--- src/rtl/stk_pkg.sv ---
package stk_pkg;

  typedef enum logic [2:0] {
    OP_PUSH_RP  = 3'd0,
    OP_PUSH_AF  = 3'd1,
    OP_POP_RP   = 3'd2,
    OP_POP_AF   = 3'd3,
    OP_CALL_VEC = 3'd4,
    OP_RET      = 3'd5,
    OP_RETI     = 3'd6,
    OP_NONE     = 3'd7
  } stk_op_e;

  typedef enum logic [2:0] {
    PH_IDLE = 3'd0,
    PH_GAP  = 3'd1,
    PH_WHI  = 3'd2,
    PH_WLO  = 3'd3,
    PH_RLO  = 3'd4,
    PH_RHI  = 3'd5
  } stk_ph_e;

  function automatic logic op_is_push(stk_op_e o);
    return (o == OP_PUSH_RP) || (o == OP_PUSH_AF) || (o == OP_CALL_VEC);
  endfunction

endpackage

--- src/rtl/stk_ctrl.sv ---
module stk_ctrl
  import stk_pkg::*;
(
  input  logic       clk,
  input  logic       rst,
  input  logic       start,
  input  logic [2:0] op,
  output stk_ph_e    ph_q,
  output stk_ph_e    ph_d,
  output stk_op_e    op_q,
  output logic       accept
);

  stk_op_e op_in;
  assign op_in = stk_op_e'(op);

  always_comb begin
    ph_d   = ph_q;
    accept = 1'b0;
    case (ph_q)
      PH_IDLE: begin
        if (start && (op_in != OP_NONE)) begin
          accept = 1'b1;
          ph_d   = op_is_push(op_in) ? PH_GAP : PH_RLO;
        end
      end
      PH_GAP:  ph_d = PH_WHI;
      PH_WHI:  ph_d = PH_WLO;
      PH_WLO:  ph_d = PH_IDLE;
      PH_RLO:  ph_d = PH_RHI;
      PH_RHI:  ph_d = PH_IDLE;
      default: ph_d = PH_IDLE;
    endcase
  end

  always_ff @(posedge clk) begin
    if (rst) begin
      ph_q <= PH_IDLE;
      op_q <= OP_NONE;
    end else begin
      ph_q <= ph_d;
      if (accept) op_q <= op_in;
    end
  end

endmodule

--- src/rtl/stk_sp_unit.sv ---
module stk_sp_unit
  import stk_pkg::*;
#(
  parameter int            AW      = 16,
  parameter logic [AW-1:0] SP_INIT = '1
) (
  input  logic          clk,
  input  logic          rst,
  input  stk_ph_e       ph_d,
  output logic [AW-1:0] sp
);

  logic dec, inc;
  assign dec = (ph_d == PH_GAP) || (ph_d == PH_WHI);
  assign inc = (ph_d == PH_RLO) || (ph_d == PH_RHI);

  always_ff @(posedge clk) begin
    if (rst)      sp <= SP_INIT;
    else if (dec) sp <= sp - 1'b1;
    else if (inc) sp <= sp + 1'b1;
  end

endmodule

--- src/rtl/stk_port.sv ---
module stk_port
  import stk_pkg::*;
#(
  parameter int DW = 8,
  parameter int AW = 16
) (
  input  logic          clk,
  input  logic          rst,
  input  stk_ph_e       ph_d,
  input  logic [AW-1:0] sp,
  input  logic [DW-1:0] wr_hi,
  input  logic [DW-1:0] wr_lo,
  output logic [AW-1:0] mem_addr,
  output logic [DW-1:0] mem_wdata,
  output logic          mem_we
);

  logic bus_cyc;
  assign bus_cyc = (ph_d == PH_WHI) || (ph_d == PH_WLO) ||
                   (ph_d == PH_RLO) || (ph_d == PH_RHI);

  always_ff @(posedge clk) begin
    if (rst) begin
      mem_addr  <= '0;
      mem_wdata <= '0;
      mem_we    <= 1'b0;
    end else begin
      mem_we <= (ph_d == PH_WHI) || (ph_d == PH_WLO);
      if (bus_cyc)         mem_addr  <= sp;
      if (ph_d == PH_WHI)  mem_wdata <= wr_hi;
      else if (ph_d == PH_WLO) mem_wdata <= wr_lo;
    end
  end

endmodule

--- src/rtl/stk_result.sv ---
module stk_result
  import stk_pkg::*;
#(
  parameter int DW        = 8,
  parameter int NFLAG     = 4,
  parameter int VSEL_W    = 3,
  parameter int VEC_SHIFT = 3
) (
  input  logic              clk,
  input  logic              rst,
  input  stk_ph_e           ph_q,
  input  stk_op_e           op_q,
  input  logic              accept,
  input  logic [2:0]        op_in,
  input  logic [2*DW-1:0]   pair_in,
  input  logic [DW-1:0]     acc_in,
  input  logic [NFLAG-1:0]  flags_in,
  input  logic [2*DW-1:0]   pc_in,
  input  logic [VSEL_W-1:0] vec_sel,
  input  logic [DW-1:0]     mem_rdata,
  output logic [DW-1:0]     wr_hi,
  output logic [DW-1:0]     wr_lo,
  output logic [2*DW-1:0]   pair_out,
  output logic [DW-1:0]     acc_out,
  output logic [NFLAG-1:0]  flags_out,
  output logic [2*DW-1:0]   pc_out,
  output logic              ime_set,
  output logic              done
);

  localparam int PW = 2 * DW;

  logic [DW-1:0]     lo_cap;
  logic [VSEL_W-1:0] vec_q;
  logic [PW-1:0]     vec_word;
  logic [PW-1:0]     pop_word;
  stk_op_e           op_new;

  assign op_new   = stk_op_e'(op_in);
  assign vec_word = {{(PW-VSEL_W){1'b0}}, vec_q} << VEC_SHIFT;
  assign pop_word = {mem_rdata, lo_cap};

  always_ff @(posedge clk) begin
    if (rst) begin
      wr_hi  <= '0;
      wr_lo  <= '0;
      vec_q  <= '0;
    end else if (accept) begin
      vec_q <= vec_sel;
      if (op_new == OP_PUSH_AF) begin
        wr_hi <= acc_in;
        wr_lo <= {flags_in, {(DW-NFLAG){1'b0}}};
      end else if (op_new == OP_CALL_VEC) begin
        {wr_hi, wr_lo} <= pc_in;
      end else begin
        {wr_hi, wr_lo} <= pair_in;
      end
    end
  end

  always_ff @(posedge clk) begin
    if (rst) begin
      lo_cap    <= '0;
      pair_out  <= '0;
      acc_out   <= '0;
      flags_out <= '0;
      pc_out    <= '0;
      ime_set   <= 1'b0;
      done      <= 1'b0;
    end else begin
      done    <= (ph_q == PH_WLO) || (ph_q == PH_RHI);
      ime_set <= (ph_q == PH_RHI) && (op_q == OP_RETI);
      if (ph_q == PH_RLO) lo_cap <= mem_rdata;
      if (ph_q == PH_WLO && op_q == OP_CALL_VEC) pc_out <= vec_word;
      if (ph_q == PH_RHI) begin
        case (op_q)
          OP_POP_RP: pair_out <= pop_word;
          OP_POP_AF: begin
            acc_out   <= mem_rdata;
            flags_out <= lo_cap[DW-1 -: NFLAG];
          end
          OP_RET, OP_RETI: pc_out <= pop_word;
          default: ;
        endcase
      end
    end
  end

endmodule

--- src/rtl/stk_seq.sv ---
module stk_seq
  import stk_pkg::*;
#(
  parameter int                DW        = 8,
  parameter int                NFLAG     = 4,
  parameter int                VSEL_W    = 3,
  parameter int                VEC_SHIFT = 3,
  parameter logic [2*DW-1:0]   SP_INIT   = 16'hFFFE
) (
  input  logic              clk,
  input  logic              rst,
  input  logic              start,
  input  logic [2:0]        op,
  input  logic [VSEL_W-1:0] vec_sel,
  input  logic [2*DW-1:0]   pair_in,
  input  logic [DW-1:0]     acc_in,
  input  logic [NFLAG-1:0]  flags_in,
  input  logic [2*DW-1:0]   pc_in,
  input  logic [DW-1:0]     mem_rdata,
  output logic [2*DW-1:0]   mem_addr,
  output logic [DW-1:0]     mem_wdata,
  output logic              mem_we,
  output logic [2*DW-1:0]   sp_out,
  output logic [2*DW-1:0]   pair_out,
  output logic [DW-1:0]     acc_out,
  output logic [NFLAG-1:0]  flags_out,
  output logic [2*DW-1:0]   pc_out,
  output logic              ime_set,
  output logic              done
);

  localparam int AW = 2 * DW;

  stk_ph_e       ph_q, ph_d;
  stk_op_e       op_q;
  logic          accept;
  logic          busy;
  logic [DW-1:0] wr_hi, wr_lo;

  assign busy = (ph_q != PH_IDLE);

  stk_ctrl u_ctrl (
    .clk    (clk),
    .rst    (rst),
    .start  (start),
    .op     (op),
    .ph_q   (ph_q),
    .ph_d   (ph_d),
    .op_q   (op_q),
    .accept (accept)
  );

  stk_sp_unit #(.AW(AW), .SP_INIT(SP_INIT)) u_sp (
    .clk  (clk),
    .rst  (rst),
    .ph_d (ph_d),
    .sp   (sp_out)
  );

  stk_port #(.DW(DW), .AW(AW)) u_port (
    .clk       (clk),
    .rst       (rst),
    .ph_d      (ph_d),
    .sp        (sp_out),
    .wr_hi     (wr_hi),
    .wr_lo     (wr_lo),
    .mem_addr  (mem_addr),
    .mem_wdata (mem_wdata),
    .mem_we    (mem_we)
  );

  stk_result #(.DW(DW), .NFLAG(NFLAG), .VSEL_W(VSEL_W), .VEC_SHIFT(VEC_SHIFT)) u_res (
    .clk       (clk),
    .rst       (rst),
    .ph_q      (ph_q),
    .op_q      (op_q),
    .accept    (accept),
    .op_in     (op),
    .pair_in   (pair_in),
    .acc_in    (acc_in),
    .flags_in  (flags_in),
    .pc_in     (pc_in),
    .vec_sel   (vec_sel),
    .mem_rdata (mem_rdata),
    .wr_hi     (wr_hi),
    .wr_lo     (wr_lo),
    .pair_out  (pair_out),
    .acc_out   (acc_out),
    .flags_out (flags_out),
    .pc_out    (pc_out),
    .ime_set   (ime_set),
    .done      (done)
  );

endmodule

--- config.mk ---
export PLATFORM = sky130hd
export DESIGN_NAME = stk_seq
export DESIGN_NICKNAME = d
export VERILOG_FILES = /design/src/rtl/stk_pkg.sv /design/src/rtl/stk_ctrl.sv /design/src/rtl/stk_sp_unit.sv /design/src/rtl/stk_port.sv /design/src/rtl/stk_result.sv /design/src/rtl/stk_seq.sv
export SDC_FILE = /design/constraint.sdc
export NUM_CORES = 1
export LEC_CHECK = 0
export ABC_AREA = 0
export BUFFER_PORTS_ARGS = -buffer_cell sky130_fd_sc_hd__buf_4
export CORE_ASPECT_RATIO = 1.2
export CORE_UTILIZATION = 40
export CTS_CLUSTER_SIZE = 8
export DETAILED_ROUTE_END_ITERATION = 6
export PLACE_DENSITY = 0.62
export SLEW_MARGIN = 20
export SYNTH_ARGS = -nofsm -noshare
export SYNTH_HDL_FRONTEND = slang
export SYNTH_SLANG_ARGS = --single-unit
--- constraint.sdc ---
create_clock -name clk -period 4.8 [get_ports clk]
set_input_delay 0.72 -clock clk [delete_from_list [all_inputs] [get_ports clk]]
set_output_delay 0.72 -clock clk [all_outputs]
set_load 0.01 [all_outputs]
======== Yosys cells after proc, flatten, opt, wreduce, memory -nomap -nowiden ========
Cells that the tools add are included.
W data, S select, Z words.
cells by class
  equality and inequality tests ........... 18
  muxes and demuxes ....................... 16
  $add $sub $neg .......................... 2
  reductions and logical operators ........ 18
operators by type and width
  kind                     count
  $mux W16                 5
  $mux W8                  6
  $eq A3 B3 Y1 const B     8
  $eq A3 B2 Y1 const B     6
  $add A16 B1 Y16 const B  1
  $sub A16 B1 Y16 const B  1
  $pmux W3 S4              1
  $eq A3 B1 Y1 const B     3
  $logic_or A1 B1 Y1       8
  $logic_not A3 Y1         2
  $mux W3                  2
  $reduce_and A2 Y1        2
  $reduce_bool A2 Y1       2
  $logic_and A1 B1 Y1      3
  $ne A3 B3 Y1 const B     1
  $mux W1                  2
  $reduce_or A2 Y1         1
word-level totals
  output and inout port bits .............. 87
  bits in registers ....................... 120

======== Depth between registers and ports, before layout ========
Gate-level depths: netlist of the first run.
  depth in word-level cells ............... 10
  gate-level depth with buffers ........... 12
  gate-level depth less buffers ........... 11

======== Hierarchy ========
From an unflattened synthesis of the first run, not the netlist that was laid out.
unflattened totals
  cell total of the unflattened synthesis .. 660
  area total of the unflattened synthesis .. 5945.7 um^2
by module, submodules not included
  module       instances  area an instance (um^2)  cells each  seq. area each (um^2)
  stk_result   1          3275.6                   350         1461.4
  stk_sp_unit  1          1366.3                   169         320.3
  stk_port     1          1009.7                   109         500.5
  stk_ctrl     1          294.0                    32          120.1

======== Least setup slack after synthesis of the first run ========
OpenSTA, ideal clock, no wires.
  path type ............................... input port to flip-flop
  from .................................... input port op[2]
  to ...................................... register u_sp.sp[15]
  cell stages on the path ................. 11
  arrival ................................. 3.094 ns
  setup time .............................. 0.136 ns
  path slack .............................. 1.570 ns
  cell sequence ........................... buf_2 nand2_1 and3_1 o21a_1 ha_1 clkbuf_1 o2111ai_1 o221a_2 o21ai_0 nor4b_1 a311oi_1
on the way
  word-level cells in the longest chain between the ends .. 9
  elaborated cells on any way between the ends .. 18
ends and longest elaborated chain
  item                                                     RTL line                              RTL
  start: declaration                                       stk_seq.sv:13                         input logic [2:0] op,
  $eq A3 B1 Y1 / $logic_not A3 Y1 (equally long branches)  stk_pkg.sv:24                         return (o == OP_PUSH_RP) || (o == OP_PUSH_AF) || (o == OP_CALL_VEC);
  $logic_or A1 B1 Y1 (2 in series)                         stk_pkg.sv:24
  $mux W3                                                  stk_ctrl.sv:24                        ph_d = op_is_push(op_in) ? PH_GAP : PH_RLO;
  $mux W3 (*)                                              stk_ctrl.sv:22                        if (start && (op_in != OP_NONE)) begin
  $pmux W3 S4 (*)                                          stk_ctrl.sv:20                        case (ph_q)
  $eq A3 B1 Y1, or another cell as far along               stk_sp_unit.sv:14                     assign dec = (ph_d == PH_GAP) || (ph_d == PH_WHI);
  $logic_or A1 B1 Y1, on equally long branches             stk_sp_unit.sv:14, stk_sp_unit.sv:15
  $mux W16 / $reduce_bool A2 Y1 (equally long branches)    -
  end signal: assignment                                   stk_sp_unit.sv:19                     else if (dec) sp <= sp - 1'b1;
  end signal: assignment                                   stk_sp_unit.sv:20                     else if (inc) sp <= sp + 1'b1;
  end: declaration                                         stk_sp_unit.sv:10                     output logic [AW-1:0] sp
Mark *: on every way between the ends. The rest lies on a longest branch, timed or not.
A chain may end at the register's enable or synchronous reset.

======== Worst setup path after layout of the first run ========
  from .................................... input port op[1]
  to ...................................... register u_sp.sp[15]
The elaborated chain is that of the path after synthesis.

==> results by stage, run 1 <==
STA:
- Adding up every negative setup slack in the final design gives 0 ps.
- Setup repair after global routing left no endpoint under its margin.
- The number of endpoints with negative hold slack in the final report is 0.
- The clock tree skew after final layout is between 10 and 15 ps.
- The count of pins over their slew limit is 0.
- The ratio of final minimum period to clock period is 0.714.
- The post-route minimum period is roughly 3400 ps.
- The total setup violations reported at the end of the flow is 0.
- The actual transition at the worst max-transition pin is ~1100 ps.
- Headroom to the max-slew limit came out at 0.292.
- The timing-limited maximum frequency is between 200 and 300 MHz.

Logic synthesis:
- The cell area that synthesis handed to floorplanning was about 0.0057 mm2.
- The most instantiated library cell after synthesis is sky130_fd_sc_hd__dfxtp_1.
- The count of synthesis-stage warnings from yosys is 0.
- The post-synthesis compound-gate area fraction is 0.212.
- The mean cell area of the mapped netlist is roughly 8.2 um2.
- The synthesized design spends more area on one cell type than any other, namely sky130_fd_sc_hd__dfxtp_1.
- By area the synthesized netlist is led by sky130_fd_sc_hd__dfxtp_1 (42%), sky130_fd_sc_hd__a21oi_1 (7.7%), sky130_fd_sc_hd__nor2_1 (6.7%).
- The share of synthesized cell area in full adder, half adder and majority cells is 0.0426.
- The sequential-to-total area share from yosys stat is 0.421.
- Sorting the synthesized cells by how often they occur yields sky130_fd_sc_hd__dfxtp_1 (120), sky130_fd_sc_hd__nor2_1 (102), sky130_fd_sc_hd__nand2_1 (92), sky130_fd_sc_hd__a21oi_1 (88), sky130_fd_sc_hd__mux2i_1 (38).
- For this run, the leading register cell type out of synthesis is sky130_fd_sc_hd__dfxtp_1.
- The synthesized netlist net count is 770.
- By area, the combinational part of the netlist is dominated by compound AO/OA/AOI/OAI gates.
- The portion of synthesized area spent on multiplexers is 0.0667.
- The synthesized design contains 0 enable-type register cells.
- The share of synthesized registers carrying an async set or reset is 0.
- Synthesis instantiated between 50 and 60 different standard cells from the library.
- The area share of the largest cell type after synthesis is 0.421.
- Of the total synthesized cell area, the portion taken by AND, OR, NAND and NOR gates is 0.187.
- The synthesized flop and latch total is 120.
- The xor and xnor fraction of the mapped netlist area is 0.0246.
- The synthesized netlist cell count is around 700.

Cells and area:
- Leaving out filler cells and counting taps, the final layout contains 998.
- Fill cells in the final layout number about 1400.
- At the end of the flow the core is filled with cells to 0.535.
- Across the whole layout, storage elements account for between 0.002 and 0.0025 mm2.
- The fraction of final layout cells sized beyond drive strength 1 is 0.245.
- In the final layout, the multi-input gates occupy roughly 0.0031 mm2.
- The number of nets in the layout is between 800 and 900.
- The count of antenna diodes in the layout is 0.
- The area growth from synthesis to layout is 30.1%.

Detailed routing:
- The DRC violations left is 20.
- The overall via count from detail_route is about 5300.
- The number of DRC violations after detailed-routing iteration 0 is approximately 290.
- In the routed layout, each cell is associated on average with a via count of between 5 and 6.
- The final routed wire length divided by cell count is 14.9 um.
- Summed over all layers, the routed wires come to approximately 15000 um.
- The detail route stage leaves a number of antenna-violating nets equal to 0.
- Before antenna repair, the detailed router went through 6 iterations.

Clock tree:
- The worst-skew pair later-pin latency is between 400 and 500 ps.
- After clock tree synthesis, the clock-pin slew on the worst setup and hold paths is roughly 60 ps.
- No sink is reached through more buffers than the 2 on the longest clock path.
- CTS placed an instance of sky130_fd_sc_hd__clkbuf_16 at the clock tree root.
- Gates resized during post-CTS repair numbered 0.
- The H-tree was split into 4 levels.
- The number of clock buffers added by TritonCTS is 17.
- CTS saw 120 sinks.
- Buffers inserted to repair hold after CTS numbered 0.
- TritonCTS built the clock tree.
- The number of setup buffers added after CTS is 0.

Worst setup path:
- The worst endpoint required time is around 5100 ps.
- The endpoint class of the critical path is a flop.
- The setup path with the least slack is of type in -> reg.
- The maximum fanout along the worst path is 27.
- Counting both buffers and inverters, the worst setup path holds a total of 2.
- The worst reg-to-reg path cell count is 8.
- The setup slack of the worst register-to-register path is ~1700 ps.
- In this run the number of cells on the critical path is 11.
- The endpoint of the most critical setup path is u_sp.sp[15]$_SDFFE_PP1P_.
- The maximum cell stage delay along the critical path is 620 ps.
- The arrival time of data at the critical path endpoint is approximately 3700 ps.
- The startpoint of the most critical setup path is op[1].
- The top cell family by delay on the critical path is compound AO/OA/AOI/OAI gates.
- Walking the worst path, the cells encountered are buf_4 > inv_2 > and3_1 > o21a_1 > ha_1 > a21o_1 > a21oi_1 > o221a_2 > o21ai_0 > nor4b_1 > a311oi_1.
- The sort of element at the start of the critical path is an input port.
- The startpoint identified for the worst register-to-register timing path is u_ctrl.ph_q[0]$_SDFF_PP0_.
- The end of the worst register-to-register path is u_sp.sp[15]$_SDFFE_PP1P_.
- The library cell contributing the largest single delay on the critical path is sky130_fd_sc_hd__o21a_1.

Placement:
- The total half-perimeter wirelength after legalization and detailed placement is between 10000 and 15000 um.
- The congestion estimate from routability-driven global placement came to roughly 0.86.
- Once placement completed, the tool counted placed cells totaling 966.
- The number of input and output port buffers inserted is ~150.

Die:
- For this configuration, the core starts out at a cell density of 0.411.
- In this run the standard cell core region covers between 0.01 and 0.015 mm2.
- The floorplan has 47 rows.
- The die area is between 0.01 and 0.015 mm2.
- From left edge to right edge, the die measures around 110 um.
- The boundary pin count is about 150.
- The floorplan step set the die height to roughly 130 um.

Global route:
- Entering global routing, the biggest net connects between 50 and 60 pins.
- The global-route usage over all layers is 0.203.
- The number of global-route vias before repair is ~5000.
- The first global-routing pass estimated 24200 um of wire.
- The initial antenna violation count is 0.
- Summed over all layers, the global routing overflow is 0.

Flow run:
- The max-capacitance violation count is 0.

Power and ir drop:
- The analysis attributes to cell leakage a power of 0.00310 uW.
- The power per unit of standard cell area is roughly 540 mW/mm2.
- The worst voltage drop across the vdd grid is roughly 0.24 mV.

Worst hold path:
- The worst hold path belongs to the class reg -> reg.

Outcome:
- The flow ran to the end, but the final reports show violations.
- The final reports fail on design-rule violations.
## how the worst min path moves through the flow
stage / start / to / cells past startpoint
4_1_cts: u_port.mem_addr[10]$_SDFFE_PP0P_ / u_port.mem_addr[10]$_SDFFE_PP0P_ / 2
3_5_place_dp: u_port.mem_addr[10]$_SDFFE_PP0P_ / u_port.mem_addr[10]$_SDFFE_PP0P_ / 2
6_report: u_port.mem_addr[10]$_SDFFE_PP0P_ / u_port.mem_addr[10]$_SDFFE_PP0P_ / 2
2_1_floorplan: u_res.lo_cap[3]$_SDFFE_PP0N_ / u_res.pair_out[3]$_SDFFE_PP0P_ / 2
5_1_grt: u_port.mem_addr[1]$_SDFFE_PP0P_ / u_port.mem_addr[1]$_SDFFE_PP0P_ / 2
3_3_place_gp: u_port.mem_addr[5]$_SDFFE_PP0P_ / u_port.mem_addr[5]$_SDFFE_PP0P_ / 2
## worst min-delay path: stages, from the launching register on
cell and delay [ps]:
sky130_fd_sc_hd__dfxtp_1 310, sky130_fd_sc_hd__nand2_1 50, sky130_fd_sc_hd__a21oi_1 50
## state kept, by name (all words and copies together) (netlist names)
signal,flops
u_port.mem_addr,16
u_res.ime_set,1
u_res.vec_q,3
u_res.wr_lo,8
u_res.wr_hi,8
u_port.mem_we,1
u_res.acc_out,8
u_res.lo_cap,8
u_res.pair_out,16
u_port.mem_wdata,8
u_res.flags_out,4
u_res.done,1
u_sp.sp,16
u_ctrl.ph_q,3
u_res.pc_out,16
u_ctrl.op_q,3
## per-stage QoR
stage / worst slack (ps) / power, uW / cell area, um2 / hold WS (ps)
final: 1370 / 3980 / 7420 / 451
after global routing: 1170 / 4230 / 7420 / 474
after CTS: 1430 / 4010 / 7420 / 455
after detailed placement: 1010 / 2780 / 6840 / 446
after global placement: 1100 / 2740 / 6840 / 439
after floorplan: 1570 / 2320 / 5700 / 445
## cell families after synthesis
family	after synthesis
AOI/OAI and AO/OA	199
xor gates and xnor gates	16
adders and majority gates	19
buffers and inverters	56
DFF	120
muxes	38
and+or+nand+nor	243
## cell type report
class / count / share of cell area
tap: 171 / 0.0288
timing repair buffer: 152 / 0.154
clock buffer: 17 / 0.0573
clock inverter: 15 / 0.0206
inverter: 8 / 0.00405
sequential: 120 / 0.324
multi-input combinational: 515 / 0.412
## layer usage
layer | wire length (um) | part of all wire | global-route usage
met1 | 6540 | 0.44 | 0.242
met2 | 7520 | 0.50 | 0.354
met3 | 616 | 0.041 | 0.0454
met4 | 218 | 0.015 | 0.0784
met5 | 0 | 0 | 0
## power breakdown
part           leakage, uW  internal [uW]  switching (uW)
clock network     0.000275            691             529
registers         0.000980           1150             156
logic              0.00185            644             808
total              0.00310           2490            1490
## cells in the final DEF (no fill, tap or decap), types with 3 or more instances in the layout
master	netlist	routed
sky130_fd_sc_hd__dfxtp_1	120	120
sky130_fd_sc_hd__a21oi_1	88	88
sky130_fd_sc_hd__and2_1	3	3
sky130_fd_sc_hd__xnor2_1	9	9
sky130_fd_sc_hd__mux2i_1	38	38
sky130_fd_sc_hd__nor2_2	3	3
sky130_fd_sc_hd__nor2_1	102	102
sky130_fd_sc_hd__ha_1	17	17
sky130_fd_sc_hd__inv_1	7	7
sky130_fd_sc_hd__buf_4	4	152
sky130_fd_sc_hd__o21ai_0	29	29
sky130_fd_sc_hd__clkbuf_16	0	17
sky130_fd_sc_hd__clkinvlp_4	0	3
sky130_fd_sc_hd__inv_6	0	6
sky130_fd_sc_hd__and3_1	4	4
sky130_fd_sc_hd__xor2_1	7	7
sky130_fd_sc_hd__nand2_1	92	92
sky130_fd_sc_hd__or3_1	14	14
sky130_fd_sc_hd__o211ai_2	5	5
sky130_fd_sc_hd__a211oi_1	21	21
sky130_fd_sc_hd__o21ai_1	6	6
sky130_fd_sc_hd__nor3_1	8	7
sky130_fd_sc_hd__o22ai_1	12	12
sky130_fd_sc_hd__o21a_1	3	3
sky130_fd_sc_hd__inv_8	0	4
sky130_fd_sc_hd__a22oi_1	17	17
sky130_fd_sc_hd__o211ai_1	5	5
No activity file was read; power rests on OpenSTA's default activity.
==> inputs of run 2 (changes only) <==
- PLACE_DENSITY: 0.62 -> 0.65
- clock period: 4.8 -> 2.7 ns (I/O delays scaled with it)
==> run 2 against run 1 <==
The run still ends with design-rule violations left. Combinational power is 90% higher. Register-to-register slack worse by 1400 ps. Clock skew hardly changed. First-iteration DRC count is 13% higher. Core utilization is 1.4 points higher. Global-route usage is 1.0 points higher. Sequential cell count stayed put. Non-clock buffer count is 23 higher. Final cell count is 2.3% higher. Critical path depth is 1 lower. Sequential share of layout area is 0.80 points lower. Clock power is 83% higher. Largest cell class unchanged.
==> results by stage, run 2 (synthesis gave the netlist of run 1 again) <==
Worst setup path:
- The arrival time of data at the critical path endpoint is 2700 ps.
- The classification of the worst setup path is reg -> reg.
- The maximum fanout along the worst path is 8.
- The worst reg-to-reg path cell count is 10.
- The worst endpoint required time is ~3000 ps.
- In this run the critical register-to-register path is launched from u_ctrl.ph_q[2]$_SDFF_PP0_.
- The endpoint class of the critical path is a flop.
- The endpoint of the most critical setup path is u_sp.sp[12]$_SDFFE_PP1P_.
- In this run the worst setup path begins at u_ctrl.ph_q[2]$_SDFF_PP0_.
- The end of the worst register-to-register path is u_sp.sp[12]$_SDFFE_PP1P_.
- In this run the register-to-register setup slack is 260 ps.
- The sort of element at the start of the critical path is a flop.

Cells and area:
- The count of cells in the finished layout, fillers not included, comes to about 1000.
- With fillers left out, the area of the finished cells amounts to approximately 0.0076 mm2.
- At the end of the flow the core is filled with cells to 0.548.
- Counting the fill cells in the layout gives 1308.
- The count of antenna diodes in the layout is 0.
- The area growth from synthesis to layout is 33.5%.
- Leaving out fill and tap cells, the most frequent cells in the layout are sky130_fd_sc_hd__buf_4 (174), sky130_fd_sc_hd__dfxtp_1 (120), sky130_fd_sc_hd__nor2_1 (102).
- The most common cell after layout, fill and taps aside is sky130_fd_sc_hd__buf_4.
- The number of nets in the layout is between 900 and 1000.
- In the final layout, the share of cells above drive strength 1 is 0.267.

Clock tree:
- The maximum clock insertion buffer count is 2.
- The TritonCTS sink count is 120.
- The post-CTS resize count is 0.
- The number of clock buffers inserted by TritonCTS is 17.
- In this run, post-CTS hold repair placed 0 buffers.
- The TritonCTS clock tree is built.
- The worst-skew pair later-pin latency is 420 ps.
- The root buffer cell chosen for the clock tree is sky130_fd_sc_hd__clkbuf_16.
- After clock tree synthesis, the setup repair step added 0 buffers.
- Clock-pin slew was measured on the worst setup and hold paths at 60 ps.
- The number of H-tree levels is 4.

Die:
- The number of rows created at floorplan is 47.
- The die is 111 um wide.
- The initial standard-cell utilization of the core is 0.411.
- The die area is approximately 0.015 mm2.
- The total area inside the core boundary comes to between 0.01 and 0.015 mm2.
- Measured along the y axis, the die boundary spans approximately 130 um.
- 148 I/O pins were placed.

STA:
- The clock tree skew after final layout is about 11 ps.
- The count of pins over their slew limit is 0.
- The total setup violations reported at the end of the flow is 0.
- The ratio of final minimum period to clock period is 0.903.
- The number of endpoints with negative hold slack in the final report is 0.
- Setup repair after global routing left no endpoint under its margin.
- Based on the critical path, the design can be clocked at up to 410 MHz.
- The routed design could run at a clock period as short as roughly 2400 ps.
- For the pin with the worst max-slew slack, the measured transition is about 1100 ps.
- In this run the tightest slew margin relative to its limit is 0.298.

Outcome:
- The final reports fail on design-rule violations.
- The flow ran to the end, but the final reports show violations.

Global route:
- The initial antenna violation count came to 0.
- Entering global routing, the biggest net connects 46 pins.
- The number of global-route vias before repair is between 5000 and 6000.
- The first global-routing pass estimated 25300 um of wire.
- The global-route usage over all layers is 0.214.
- Summed over all layers, the global routing overflow is 0.

Power and ir drop:
- In this run the static leakage power is about 0.0032 uW.
- Power comes to between 7000 and 8000 uW.
- The internal power is between 4000 and 5000 uW.
- The fraction of power spent switching nets is 0.367.
- The share of total power dissipated in the clock network is 0.305.
- The relative contribution of sequential cells to total power is 0.318.
- The switching power is approximately 2700 uW.
- VDD sags by at most ~0.55 mV.
- The power per unit of standard cell area is between 900 and 1000 mW/mm2.
- The combinational share of power is 0.377.

Placement:
- The cell count after placement is roughly 1000.
- Once detailed placement completed, the half-perimeter wirelength came to 11200 um.
- The congestion estimate from routability-driven global placement came to around 0.86.
- During placement, the flow inserted port buffers numbering 147.
- Summing all placed instances gives a cell area of about 0.007 mm2.

Detailed routing:
- The DRC violations left is 14.
- Dividing the detail-routed wire length by the instance count gives approximately 15 um.
- The detailed-route wire length is around 16000 um.
- Once detail routing completed, the nets flagged for antenna violations numbered 0.
- The first TritonRoute pass finished after 7 iterations.
- Using the TritonRoute via totals, the vias-per-cell ratio works out to 5.26.
- The overall via count from detail_route is around 5400.
- For this block, the initial DRC count from the detailed router was 324.

Flow run:
- The max-capacitance violation count is 0.

Worst hold path:
- The path class of the tightest hold or removal check is in -> reg.
==> run 2: how the worst min path moves through the flow <==
| stage | depth (start not counted) | from | to | slack (ps) |
|---|---|---|---|---|
| detailed placement | 2 | u_port.mem_addr[10]$_SDFFE_PP0P_ | u_port.mem_addr[10]$_SDFFE_PP0P_ | 450 |
| global placement | 2 | u_port.mem_addr[10]$_SDFFE_PP0P_ | u_port.mem_addr[10]$_SDFFE_PP0P_ | 440 |
| CTS | 3 | vec_sel[1] | u_res.vec_q[1]$_SDFFE_PP0P_ | 220 |
| finish | 3 | vec_sel[1] | u_res.vec_q[1]$_SDFFE_PP0P_ | 230 |
| floorplan | 2 | u_res.lo_cap[3]$_SDFFE_PP0N_ | u_res.pair_out[3]$_SDFFE_PP0P_ | 440 |
| global route | 3 | vec_sel[2] | u_res.vec_q[2]$_SDFFE_PP0P_ | 240 |
==> run 2: metal layers <==
metal,up-vias,GRT usage,routed length [um]
li1,2727,-,-
met1,2487,0.260,6830
met2,136,0.369,7760
met3,19,0.0435,686
met4,0,0.0830,229
met5,-,0,0
==> run 2: worst max-delay path, stage by stage (launching register included) <==
cell and delay (ps):
sky130_fd_sc_hd__dfxtp_1 310, sky130_fd_sc_hd__nor2_1 180, sky130_fd_sc_hd__o21a_2 310, sky130_fd_sc_hd__inv_1 80, sky130_fd_sc_hd__fa_1 400, sky130_fd_sc_hd__nand3b_1 190
sky130_fd_sc_hd__a21oi_1 180, sky130_fd_sc_hd__o21ai_0 220, sky130_fd_sc_hd__a21oi_1 230, sky130_fd_sc_hd__xnor2_1 130, sky130_fd_sc_hd__o21ai_1 60
==> run 2: cell type report <==
class / count / area, um2 / area share
multi-input combinational: 515 / 3050 / 0.401
inverter: 8 / 30.0 / 0.00395
timing repair buffer: 175 / 1330 / 0.174
clock inverter: 15 / 155 / 0.0204
sequential: 120 / 2400 / 0.316
clock buffer: 17 / 425 / 0.0559
tap: 171 / 214 / 0.0281
==> run 2: power by group through the flow <==
stage / Sequential (uW) / Combinational [uW] / Clock, uW
final: 2320 / 2760 / 2230
after global routing: 2360 / 3050 / 2350
after CTS: 2330 / 2760 / 2260
after detailed placement: 2370 / 2750 / 0
after global placement: 2360 / 2700 / 0
after floorplan: 2380 / 1750 / 0
==> run 2: per-stage QoR <==
stage / hold WS (ps) / setup WS (ps) / TNS (ps)
5_1_grt: 238 / 101 / 0
3_5_place_dp: 445 / -68.7 / -188
4_1_cts: 219 / 276 / 0
2_1_floorplan: 445 / 44.7 / 0
6_report: 225 / 261 / 0
3_3_place_gp: 438 / -20.7 / -20.7
==> inputs of run 3 (changes only) <==
- PLACE_DENSITY: 0.65 -> 0.71
==> run 3 against run 2 <==
The flow still finishes with violations (design-rule violations). Critical path type unchanged. Sequential power about the same. Count of clock-buffer cells in the layout is 3 higher. Sequential cell count did not move. Register-to-register slack better by 30 ps. Combinational power about the same. Highest routed layer unchanged. Via count is 0.54% lower. Global-route usage shrank 0.42 points. Die area did not move. Cell area is 0.92% higher. Final cell count is 0.29% higher. Largest cell class unchanged.
==> results by stage, run 3 (synthesis gave the netlist of run 1 again) <==
Worst setup path:
- The worst endpoint required time is just under 3000 ps.
- Tracing the worst setup path back leads to its startpoint at u_ctrl.ph_q[1]$_SDFF_PP0_.
- The setup check on the worst reg-to-reg path leaves a slack of 290 ps.
- The sort of element at the start of the critical path is a flop.
- The endpoint class of the critical path is a flop.
- The launch point of the worst reg-to-reg path is u_ctrl.ph_q[1]$_SDFF_PP0_.
- The arrival time of data at the critical path endpoint is 2690 ps.
- The classification of the worst setup path is reg -> reg.
- Measured in cells, the most critical reg-to-reg path has a length of 10.
- In this run the worst path has a maximum fanout of 9.
- The end of the worst register-to-register path is u_sp.sp[14]$_SDFFE_PP1P_.

Worst hold path:
- The path class of the tightest hold or removal check is in -> reg.
- The worst hold path terminates at u_res.vec_q[2]$_SDFFE_PP0P_.
- The startpoint identified for the worst hold timing path is vec_sel[2].
- Along the worst hold path, the cell count comes to 3.

Clock tree:
- For this design, the CTS-stage hold fixing added 0 buffers.
- The post-CTS setup-driven buffer insertion count is 0.
- The clock drives 120 sinks.
- The TritonCTS clock tree is built.
- The worst-skew pair later-pin latency is 420 ps.
- The clock transition at the registers of the reported paths is 60 ps.
- The number of H-tree levels is 4.
- The maximum clock insertion buffer count is 2.
- In this run the clock root is driven by a sky130_fd_sc_hd__clkbuf_16.
- The number of gates resized after CTS was 0.
- TritonCTS created 17 clock buffers.

Detailed routing:
- The overall via count from detail_route is roughly 5300.
- Using the TritonRoute via totals, the vias-per-cell ratio works out to 5.21.
- The count of nets left with antenna violations once routing finished came out at 0.
- The first-pass iteration count of the detailed router is 7.
- The final routed wire length divided by cell count is between 10 and 15 um.
- Wires add up to roughly 15000 um.
- The number of DRC violations after detailed-routing iteration 0 is 291.
- The DRC violations left is 14.

Placement:
- The cell count after placement is around 1000.
- The total half-perimeter wirelength after legalization and detailed placement is between 10000 and 15000 um.
- The placer's final routability congestion estimate is ~0.85.
- Port buffering added around 150 buffers.
- The cell area after placement is roughly 0.0070 mm2.
- OpenSTA, run right after detailed placement, puts the worst setup slack at -11.1 ps.

STA:
- The relative slew slack is 0.398.
- The timing-limited maximum frequency is between 400 and 500 MHz.
- For the pin with the worst max-slew slack, the measured transition is roughly 900 ps.
- The post-layout worst setup margin is between 200 and 300 ps.
- The post-route minimum period is about 2400 ps.
- The count of pins over their slew limit is 0.
- Setup repair after global routing left no endpoint under its margin.
- Hold is met by approximately 210 ps.
- For the final database, setup skew stands at around 13 ps.
- The number of endpoints with negative hold slack in the final report is 0.
- Setup violations remaining at the end of the flow were counted as 0.
- The ratio of final minimum period to clock period is 0.893.

Die:
- The number of rows created at floorplan is 47.
- The initial standard-cell utilization of the core is 0.411.
- The area of the core is 0.0139 mm2.
- From left edge to right edge, the die measures 111 um.
- The floorplan step defined a die boundary enclosing ~0.015 mm2.
- The boundary pin count is about 150.
- The height of the die is 133 um.

Power and ir drop:
- Power spread over the standard cell area amounts to a little under 1000 mW/mm2.
- Internal power comes to 4880 uW.
- Of the total power, the share spent switching nets is 0.344.
- The leakage component of the power is 0.00326 uW.
- The combinational share of power is 0.372.
- The switching power is approximately 2600 uW.
- The clock network power share is 0.317.
- The worst-case IR drop observed on VDD is 0.426 mV.
- The relative contribution of sequential cells to total power is 0.311.

Cells and area:
- The area taken by multi-input logic gates is 0.00305 mm2.
- The finished layout cell area is around 0.0077 mm2.
- Leaving out fill and tap cells, the most frequent cells in the layout are sky130_fd_sc_hd__buf_4 (177), sky130_fd_sc_hd__dfxtp_1 (120), sky130_fd_sc_hd__nor2_1 (102).
- The post-route core utilization is 0.553.
- The non-filler instance count after layout is approximately 1000.
- The sequential cell area in the final layout is around 0.0024 mm2.
- The number of filler instances in the final layout is between 1000 and 1500.
- The final layout contains about 920 nets.
- The fraction of final layout cells sized beyond drive strength 1 is 0.270.
- The most common cell after layout, fill and taps aside is sky130_fd_sc_hd__buf_4.
- The area growth from synthesis to layout is 34.7%.
- The repair_antennas step left the layout with diodes totalling 0.

Outcome:
- The run finished, with violations left.
- The final reports fail on design-rule violations.

Flow run:
- The max-capacitance violation count is 0.

Global route:
- For this run, the total global-route usage over all layers was measured as 0.209.
- The initial antenna violation count is 0.
- The number of global-route vias before repair is approximately 5000.
- Entering global routing, the biggest net connects between 40 and 50 pins.
- The aggregate global routing overflow is 0.
- The first-pass GRT wire length is roughly 25000 um.
[run 3: cell types whose count changed in the layout (fill, tap and decap cells not counted), sizes merged]
| cell | delta |
|---|---|
| clkinv | -1 |
| clkinvlp | +2 |
| bufinv | +2 |
| buf | +3 |
| inv | -6 |
| clkbuf | +3 |
[run 3: power groups by stage]
| stage | combinational, uW | clock [uW] | sequential, uW |
|---|---|---|---|
| 2_1_floorplan | 1750 | 0 | 2380 |
| 6_report | 2770 | 2360 | 2310 |
| 3_5_place_dp | 2760 | 0 | 2350 |
| 5_1_grt | 3080 | 2490 | 2350 |
| 4_1_cts | 2780 | 2410 | 2310 |
| 3_3_place_gp | 2710 | 0 | 2350 |
[run 3: worst max-delay path, cell delays in order (launching register included)]
cell                       delay [ps]
sky130_fd_sc_hd__dfxtp_1          310
sky130_fd_sc_hd__nor2_1           140
sky130_fd_sc_hd__o21a_2           310
sky130_fd_sc_hd__inv_1             90
sky130_fd_sc_hd__fa_1             380
sky130_fd_sc_hd__nand3b_1         220
sky130_fd_sc_hd__a21oi_1          200
sky130_fd_sc_hd__o21ai_0          200
sky130_fd_sc_hd__a21oi_1          210
sky130_fd_sc_hd__xnor2_1          140
sky130_fd_sc_hd__o21ai_1           70
[run 3: layer usage]
| metal | vias up | part of all wire | track usage |
|---|---|---|---|
| li1 | 2731 | - | - |
| met2 | 124 | 0.50 | 0.356 |
| met4 | 0 | 0.015 | 0.0822 |
| met5 | - | 0 | 0 |
| met1 | 2467 | 0.44 | 0.255 |
| met3 | 18 | 0.047 | 0.0486 |
[run 3: cell type report]
type | count | area share
multi-input combinational | 515 | 0.398
sequential | 120 | 0.313
timing repair buffer | 178 | 0.176
clock buffer | 20 | 0.0608
tap | 171 | 0.0279
clock inverter | 12 | 0.0210
inverter | 8 | 0.00391
[run 3: worst max-delay path by stage]
stage | endpoint | slack [ps] | cells past startpoint
floorplan | u_sp.sp[15]$_SDFFE_PP1P_ | 40 | 11
global placement | u_sp.sp[14]$_SDFFE_PP1P_ | 40 | 12
detailed placement | u_sp.sp[12]$_SDFFE_PP1P_ | -10 | 12
CTS | u_sp.sp[12]$_SDFFE_PP1P_ | 290 | 10
global route | u_sp.sp[14]$_SDFFE_PP1P_ | 120 | 10
finish | u_sp.sp[14]$_SDFFE_PP1P_ | 290 | 10
[run 3: per-stage QoR]
stage          total power, uW  setup TNS [ps]
4_1_cts                   7500               0
6_report                  7450               0
5_1_grt                   7920               0
3_5_place_dp              5110           -13.6
2_1_floorplan             4140               0
3_3_place_gp              5060               0
